--- src/rtl/guard_timer_pkg.sv ---
package guard_timer_pkg;

  localparam logic [1:0] ADDR_CTRL  = 2'd0;
  localparam logic [1:0] ADDR_RELD  = 2'd1;
  localparam logic [1:0] ADDR_KICK  = 2'd2;
  localparam logic [1:0] ADDR_COUNT = 2'd3;

  localparam int BIT_EN       = 0;
  localparam int BIT_LOCK     = 2;
  localparam int BIT_RSTPERM  = 6;
  localparam int BIT_FLAGPERM = 7;

  localparam logic [7:0] KICK_MAGIC = 8'h6B;

  // Strobes and levels from control to datapath
  typedef struct packed {
    logic       run;
    logic       reload;
    logic [7:0] loadSecs;
  } dpCmd_t;

endpackage

--- src/rtl/guard_timer_dp.sv ---
module guard_timer_dp
  import guard_timer_pkg::*;
#(
  parameter int CLKS_PER_SEC = 50_000_000
) (
  input  logic       clk,
  input  logic       rstN,
  input  dpCmd_t     cmd,
  output logic [7:0] secsLeft,
  output logic       expireHit
);

  localparam int PRE_W = (CLKS_PER_SEC > 1) ? $clog2(CLKS_PER_SEC) : 1;
  localparam logic [PRE_W-1:0] PRE_LAST = PRE_W'(CLKS_PER_SEC - 1);

  logic [PRE_W-1:0] preCnt;
  logic [7:0]       countQ;
  logic             expiredQ;
  logic             secTick;
  logic [7:0]       floorSecs;

  assign secTick   = (preCnt == PRE_LAST);
  assign floorSecs = (cmd.loadSecs == 8'd0) ? 8'd1 : cmd.loadSecs;
  assign expireHit = cmd.run && (countQ == 8'd0) && !expiredQ;
  assign secsLeft  = countQ;

  always_ff @(posedge clk or negedge rstN) begin
    if (!rstN) begin
      preCnt   <= '0;
      countQ   <= 8'd1;
      expiredQ <= 1'b0;
    end else begin
      if (expireHit) expiredQ <= 1'b1;
      if (!cmd.run) begin
        preCnt <= '0;
        countQ <= floorSecs;
      end else if (cmd.reload && !expiredQ) begin
        preCnt <= '0;
        countQ <= floorSecs;
      end else if (secTick) begin
        preCnt <= '0;
        if (countQ != 8'd0) countQ <= countQ - 8'd1;
      end else begin
        preCnt <= preCnt + 1'b1;
      end
    end
  end

  // count only moves on a second boundary or a reload
  assert_hold_between_ticks_R4: assert property (@(posedge clk) disable iff (!rstN)
    (cmd.run && !cmd.reload && !secTick) |=> (countQ == $past(countQ)));

  // a zero count never wraps around
  assert_no_wrap_R4: assert property (@(posedge clk) disable iff (!rstN)
    (cmd.run && !cmd.reload && countQ == 8'd0) |=> (countQ == 8'd0));

  // a reload never leaves a zero count
  assert_reload_floor_R7: assert property (@(posedge clk) disable iff (!rstN)
    (cmd.run && cmd.reload && !expiredQ) |=> (countQ != 8'd0));

  // expiry state is sticky
  assert_expired_sticky_R8: assert property (@(posedge clk) disable iff (!rstN)
    expiredQ |=> expiredQ);

endmodule

--- src/rtl/guard_timer_ctrl.sv ---
module guard_timer_ctrl
  import guard_timer_pkg::*;
#(
  parameter logic [7:0] INIT_TIMEOUT = 8'd10
) (
  input  logic       clk,
  input  logic       rstN,
  input  logic [1:0] busAddr,
  input  logic       busWrEn,
  input  logic [7:0] busWrData,
  output logic [7:0] busRdData,
  input  logic [7:0] secsLeft,
  input  logic       expireHit,
  output dpCmd_t     cmd,
  output logic       sysResetOut,
  output logic       timeoutOut
);

  logic       enQ;
  logic       lockQ;
  logic       rstPermQ;
  logic       flagPermQ;
  logic [7:0] reloadQ;
  logic       sysRstQ;
  logic       flagQ;
  logic       ctrlWr;
  logic       reldWr;
  logic       kickOk;
  logic [7:0] ctrlView;

  assign ctrlWr = busWrEn && (busAddr == ADDR_CTRL);
  assign reldWr = busWrEn && (busAddr == ADDR_RELD);
  assign kickOk = busWrEn && (busAddr == ADDR_KICK) && (busWrData == KICK_MAGIC);

  always_ff @(posedge clk or negedge rstN) begin
    if (!rstN) begin
      enQ       <= 1'b0;
      lockQ     <= 1'b0;
      rstPermQ  <= 1'b0;
      flagPermQ <= 1'b0;
      reloadQ   <= INIT_TIMEOUT;
    end else begin
      if (ctrlWr) begin
        enQ       <= busWrData[BIT_EN] | (lockQ & enQ);
        lockQ     <= busWrData[BIT_LOCK] | lockQ;
        rstPermQ  <= busWrData[BIT_RSTPERM];
        flagPermQ <= busWrData[BIT_FLAGPERM];
      end
      if (reldWr) reloadQ <= busWrData;
    end
  end

  always_ff @(posedge clk or negedge rstN) begin
    if (!rstN) begin
      sysRstQ <= 1'b0;
      flagQ   <= 1'b0;
    end else begin
      if (expireHit && rstPermQ)  sysRstQ <= 1'b1;
      if (expireHit && flagPermQ) flagQ   <= 1'b1;
    end
  end

  always_comb begin
    cmd.run      = enQ;
    cmd.reload   = kickOk && enQ;
    cmd.loadSecs = reloadQ;
  end

  always_comb begin
    ctrlView = '0;
    ctrlView[BIT_EN]       = enQ;
    ctrlView[BIT_LOCK]     = lockQ;
    ctrlView[BIT_RSTPERM]  = rstPermQ;
    ctrlView[BIT_FLAGPERM] = flagPermQ;
  end

  always_comb begin
    case (busAddr)
      ADDR_CTRL:  busRdData = ctrlView;
      ADDR_RELD:  busRdData = reloadQ;
      ADDR_COUNT: busRdData = enQ ? secsLeft : reloadQ;
      default:    busRdData = 8'h00;
    endcase
  end

  assign sysResetOut = sysRstQ;
  assign timeoutOut  = flagQ;

  // lock never clears
  assert_lock_sticky_R9: assert property (@(posedge clk) disable iff (!rstN)
    lockQ |=> lockQ);

  // a locked running watchdog stays running
  assert_lock_holds_en_R9: assert property (@(posedge clk) disable iff (!rstN)
    (lockQ && enQ) |=> enQ);

  // no output rises while disabled
  assert_quiet_disabled_R3: assert property (@(posedge clk) disable iff (!rstN)
    (!enQ && !sysRstQ && !flagQ) |=> (!sysRstQ && !flagQ));

  // outputs are sticky
  assert_outputs_sticky_R8: assert property (@(posedge clk) disable iff (!rstN)
    (sysRstQ || flagQ) |=> ((sysRstQ || !$past(sysRstQ)) && (flagQ || !$past(flagQ))));

endmodule

--- src/rtl/guard_timer.sv ---
module guard_timer
  import guard_timer_pkg::*;
#(
  parameter int         CLKS_PER_SEC = 50_000_000,
  parameter logic [7:0] INIT_TIMEOUT = 8'd10
) (
  input  logic       clk,
  input  logic       rstN,
  input  logic [1:0] busAddr,
  input  logic       busWrEn,
  input  logic [7:0] busWrData,
  output logic [7:0] busRdData,
  output logic       sysResetOut,
  output logic       timeoutOut
);

  dpCmd_t     cmd;
  logic [7:0] secsLeft;
  logic       expireHit;

  guard_timer_ctrl #(.INIT_TIMEOUT(INIT_TIMEOUT)) u_ctrl (
    .clk         (clk),
    .rstN        (rstN),
    .busAddr     (busAddr),
    .busWrEn     (busWrEn),
    .busWrData   (busWrData),
    .busRdData   (busRdData),
    .secsLeft    (secsLeft),
    .expireHit   (expireHit),
    .cmd         (cmd),
    .sysResetOut (sysResetOut),
    .timeoutOut  (timeoutOut)
  );

  guard_timer_dp #(.CLKS_PER_SEC(CLKS_PER_SEC)) u_dp (
    .clk       (clk),
    .rstN      (rstN),
    .cmd       (cmd),
    .secsLeft  (secsLeft),
    .expireHit (expireHit)
  );

endmodule

--- config.mk ---
export PLATFORM = sky130hd
export DESIGN_NAME = guard_timer
export DESIGN_NICKNAME = d
export VERILOG_FILES = /design/src/rtl/guard_timer_pkg.sv /design/src/rtl/guard_timer_dp.sv /design/src/rtl/guard_timer_ctrl.sv /design/src/rtl/guard_timer.sv
export SDC_FILE = /design/constraint.sdc
export NUM_CORES = 1
export LEC_CHECK = 0
export ABC_AREA = 1
export CORE_AREA = 2 2 115 117
export CTS_CLUSTER_DIAMETER = 100
export DETAILED_ROUTE_END_ITERATION = 16
export DIE_AREA = 0 0 117 119
export PLACE_DENSITY = 0.41
export SLEW_MARGIN = 20
export SYNTH_ARGS = -nofsm -noshare
export SYNTH_HDL_FRONTEND = slang
export SYNTH_SLANG_ARGS = --single-unit
--- constraint.sdc ---
create_clock -name clk -period 4.16 [get_ports clk]
set_clock_uncertainty 0.05 [all_clocks]
set_input_delay 0.416 -clock clk [delete_from_list [all_inputs] [get_ports clk]]
set_output_delay 0.416 -clock clk [all_outputs]
set_load 0.01 [all_outputs]
* Word level (Yosys, flattened, before mapping)
Index checks and enable logic that the tools add are counted.
** Storage, ports and cells
- Register bits :: 49
- Input port bits :: 13
- Output and inout bits :: 10
- Word-level logic and storage cells :: 48
** Cells by class
- Muxes and demuxes :: 10
- $add $sub $neg :: 2
- Bitwise logic cells :: 3
- Reductions and logical operators :: 16
- Equal/unequal tests :: 7
** Operators with widths (count)
- 26-bit 2-to-1 mux :: 3
- 8-bit 2-to-1 mux :: 6
- 26-bit by 1-bit adder with 26-bit output (second input constant) :: 1
- 26-bit == test (second input constant) :: 1
- 8-bit one-hot mux with 3 select lines :: 1
- 8-bit zero test :: 2
- 1-bit logical AND :: 10
- 8-bit by 7-bit == test with 1-bit output (second input constant) :: 1
- 8-bit nonzero test :: 1
- 8-bit by 1-bit subtractor with 8-bit output (second input constant) :: 1
- 3-bit by 1-bit != test with 1-bit output (second input constant) :: 2
- 2-bit == test (second input constant) :: 2
- 2-bit by 1-bit == test with 1-bit output (second input constant) :: 1
- 2-bit zero test :: 1
- 1-bit bitwise OR :: 2
- 2-bit AND reduction :: 1
- 1-bit bitwise AND :: 1
- 1-bit zero test :: 1

* Longest topological paths before layout
- Depth after elaboration :: 7
- Gate-level depth with buffers :: 12
- Mapped depth without buffers :: 11

* Hierarchy
Synthesis repeated with hierarchy kept, for this count alone.
** Unflattened totals
- Cell total of the unflattened synthesis :: 435
- Area total of the unflattened synthesis :: 3027.9 sq um
** Modules (own cells, without submodules)
- guard_timer_dp :: cells an instance 316, area each 2212.1 sq um, instances 1
- guard_timer_ctrl :: cells an instance 119, area each 815.8 sq um, instances 1

* Least setup slack after synthesis
OpenSTA, ideal clock, no wires.
- Path kind :: input to output
- From :: input busAddr[0]
- To :: output busRdData[7]
- Setup slack :: 2514 ps
- Arrival :: 1180 ps
- Stages :: 3
- Cell sequence :: buf_6 > nand2_1 > o311ai_0
** Between the ends
- Cells in the longest elaborated chain, start to end :: 2
- Elaborated cells on any way between the ends :: 4
- Classes of those cells :: eq/ne: 2; mux: 1; reduce/logical: 1
** RTL lines
- start, declared :: RTL line guard_timer.sv:9 : input logic [1:0] busAddr,
- 2-bit == test (tied with other cells) :: RTL line guard_timer_ctrl.sv:78 : case (busAddr)
- 8-bit one-hot mux with 3 select lines (*) :: RTL line guard_timer_ctrl.sv:78
- end, declared :: RTL line guard_timer.sv:12 : output logic [7:0] busRdData,
Mark *: on every way between the ends. The rest lies on a longest branch, timed or not.

* Worst setup path in the final report
Same ends and word-level chain as after synthesis.

==> results by group <==
Run status
  • Status: finished clean

Critical path
  • Critical-path maximum fanout: 10
  • Critical Path End: busRdData[7]
  • CP startpoint: busAddr[0]
  • Worst Path Required: 3690 ps
  • FF-to-FF path depth: 10
  • Crit Path Category: in2out
  • Reg-to-reg endpoint: u_dp.secsLeft[5]
  • R2R Setup Slk: 2310 ps
  • RR Startpoint: u_dp.preCnt[0]
  • WP data arrival: 2360 ps
  • Crit. End Element: output port
  • CP Launch Type: input pin

Placed design
  • IO Port Bufs: 22
  • GP Congestion: 0.856
  • HPWL Detailed: 6080 µm

Job
  • Max-cap violations: 0

Detailed routing
  • Drt drc: 0
  • Via count: 2743
  • Total length of routed wires: 8010 µm
  • Drt pass-1 iters: 4
  • Routed Antenna Nets: 0
  • Drt initial violations: 99
  • Vias per inst: 4.25
  • Wire length per cell: 12.4 µm

Clocking
  • CTS tree: built
  • Post-CTS Setup Inserts: 0
  • Worst-Skew Late Latency: 300 ps
  • Num CTS Buffers: 5
  • # hold bufs at CTS: 0
  • Clk buf depth: 2
  • CTS resizes: 0
  • CTS HTree Levels: 2
  • Clock Tree Root: clkbuf_16
  • Clock slew at reported path FFs: 70 ps
  • Clock sinks: 49

Synth
  • Main combinational cell family by area after synthesis: simple AND/OR/NAND/NOR gates
  • Average cell area after synthesis: 6.96 µm²
  • Xor and xnor area share after synthesis: 0.0256
  • Synthesis warning total: 0
  • Synth unique cells: 32
  • Syn nets: 459
  • Area share of and/or/nand/nor cells after synthesis: 0.393
  • Synthesized area: 3080 µm²
  • #FFs+latches synth: 49
  • Synth Area in Compound Gates: 0.0759
  • Adder-cell area share of the yosys netlist: 0.0122
  • Post-synthesis mux area share: 0
  • Post-Syn Instances: 443
  • Sequential fraction of the synthesis area: 0.399

Finish
  • Ant. Diodes: 0
  • Share of cells above drive strength 1: 0.104
  • Nets: 484
  • Layout area overhead: 18.5%

Timing
  • Hold slack: 188 ps
  • Max-Slew Margin vs Limit: 0.558
  • Setup TNS: 0 ps
  • Final hold viol count: 0
  • Final slew viol count: 0
  • Setup violators final: 0
  • RSZ-0062 raised after global routing: no
  • Final Critical Period: 2830 ps
  • Fin crit share: 0.679
  • Slew @ Worst Pin: 664 ps
  • Max Fclk: 354 MHz

Global route
  • Grt total ovfl: 0
  • M2 GR Usage: 0.212
  • Vias in the first global route: 2897
  • First-pass GRT wire length: 14100 µm
  • Grt met1 use: 0.166
  • Initial antenna violation count: 0
  • Most Crowded Layer GR: met2
  • Largest net degree at the start of global routing: 50
  • Met3 Resource Use GR: 0.0244
  • Total GRT Usage: 0.128

Floorplan
  • Die width: 117 µm
  • Initial Utilization: 0.239
  • Die ar.: 13900 µm²
  • Core Footprint: 12900 µm²
  • Die H: 119 µm
  • # rows: 42
  • # IOs: 23

Pwr
  • Switching Fraction: 0.345
  • Peak supply drop: 150 µV
  • Clk pwr share: 0.297
  • Lkg Pwr: 1.72 nW
  • Power Dens Cells: 454 nW/µm²
  • Seq pwr share: 0.401
  • Logic pwr share: 0.303
  • Pint: 1.09 mW
  • P_sw: 0.571 mW

Hold path
  • Hold Crit Class: in2async
==> cells in the final DEF (no fill, tap or decap), types with 2 or more instances in the layout <==
| cell type | netlist | final |
|---|---|---|
| nand2_1 | 136 | 136 |
| nor2_1 | 64 | 64 |
| inv_1 | 58 | 58 |
| dfrtp_1 | 46 | 46 |
| nand3_1 | 25 | 25 |
| o21ai_0 | 24 | 24 |
| clkdlybuf4s50_1 | 0 | 21 |
| nor2_2 | 12 | 12 |
| nor3_1 | 10 | 10 |
| a21oi_1 | 9 | 9 |
| xor2_1 | 7 | 7 |
| nor2_4 | 6 | 6 |
| nand2_2 | 6 | 6 |
| nand4_1 | 5 | 5 |
| clkbuf_16 | 0 | 5 |
| inv_2 | 4 | 4 |
| nand2_4 | 3 | 3 |
| ha_1 | 3 | 3 |
| dfstp_2 | 3 | 3 |
| o31ai_1 | 2 | 2 |
| nor3b_1 | 2 | 2 |
| xnor2_1 | 2 | 2 |
| a31o_2 | 2 | 2 |
==> metrics by stage <==
| step | area [µm²] | power [mW] | cells | setup WS, ps | util |
|---|---|---|---|---|---|
| 2_1_floorplan | 3080 | 1.01 | 443 | 2510 | - |
| 3_3_place_gp | 3470 | 1.18 | 637 | 1320 | 0.270 |
| 3_5_place_dp | 3470 | 1.18 | 637 | 1390 | 0.270 |
| 4_1_cts | 3650 | 1.68 | 645 | 1350 | 0.284 |
| 5_1_grt | 3650 | 1.79 | 645 | 1210 | 0.284 |
| 6_report | 3650 | 1.66 | 645 | 1330 | 0.284 |
==> logic make-up after synthesis <==
kind of cell               count (synthesis)
AOI/OAI and AO/OA                         42
xor gates and xnor gates                   9
adders and majority gates                  3
buffers and inverters                     68
DFF                                       49
and+or+nand+nor                          272
==> synth_stat cells, drive strengths merged <==
master,count,area (µm²)
a21oi,9,45.0
a31o,2,17.5
and2,1,6.26
and3,1,7.51
buf,5,50.0
dfrtp,46,1150
dfstp,3,78.8
ha,3,37.5
inv,63,239
nand2,145,582
nand3,25,125
nand4,6,43.8
nor2,82,383
nor3,10,50.1
nor3b,2,15.0
o211ai,1,7.51
o21a,1,7.51
o21ai,25,125
o21bai,1,7.51
o311ai,1,8.76
o31ai,2,15.0
xnor2,2,17.5
xor2,7,61.3
==> layer usage <==
| metal | vias to the layer above | share of wire |
|---|---|---|
| met5 | - | 0 |
| met4 | 0 | 0.019 |
| met3 | 10 | 0.029 |
| met2 | 51 | 0.46 |
| met1 | 1259 | 0.49 |
| li1 | 1423 | - |
==> worst max-delay path: stages <==
cell and delay (ps):
clkdlybuf4s50_1 740, nand2_1 180, o311ai_0 400, clkdlybuf4s50_1 620
==> worst min path at each step <==
stage                                   to  depth (start not counted)             start  slack [ps]
after floorplan                 u_ctrl.enQ                          0              rstN          70
after global placement      u_dp.preCnt[0]                          1    u_dp.preCnt[0]         400
after detailed placement  u_dp.secsLeft[0]                          2  u_dp.secsLeft[0]         410
after CTS                  u_dp.preCnt[22]                          2              rstN         220
after global routing        u_dp.preCnt[6]                          2              rstN         260
final                       u_dp.preCnt[4]                          2              rstN         190
==> registers in the layout (all words and copies together), names as in the netlist <==
| register | flops |
|---|---|
| u_ctrl.rstPermQ | 1 |
| u_ctrl.sysResetOut | 1 |
| u_dp.preCnt | 26 |
| u_ctrl.lockQ | 1 |
| u_ctrl.reloadQ | 8 |
| u_ctrl.enQ | 1 |
| u_dp.secsLeft | 8 |
| u_dp.expiredQ | 1 |
| u_ctrl.flagPermQ | 1 |
| u_ctrl.timeoutOut | 1 |
==> power groups by stage <==
stage               Sequential (mW)  Clock, mW  Combinational [mW]
floorplan                     0.650          0               0.361
global placement              0.676          0               0.506
detailed placement            0.676          0               0.505
CTS                           0.667      0.509               0.509
global route                  0.682      0.529               0.584
finish                        0.665      0.492               0.502
==> cell type report <==
type	instances	area [µm²]
Tap cell	176	220
Timing Repair Buffer	23	223
Sequential cell	49	1230
Clock inverter	2	37.5
Multi-Input combinational cell	326	1560
Clock buffer	6	139
Fill cell	1412	9220
Inverter	63	239
Note: power is estimated with default switching activity, not from simulation.
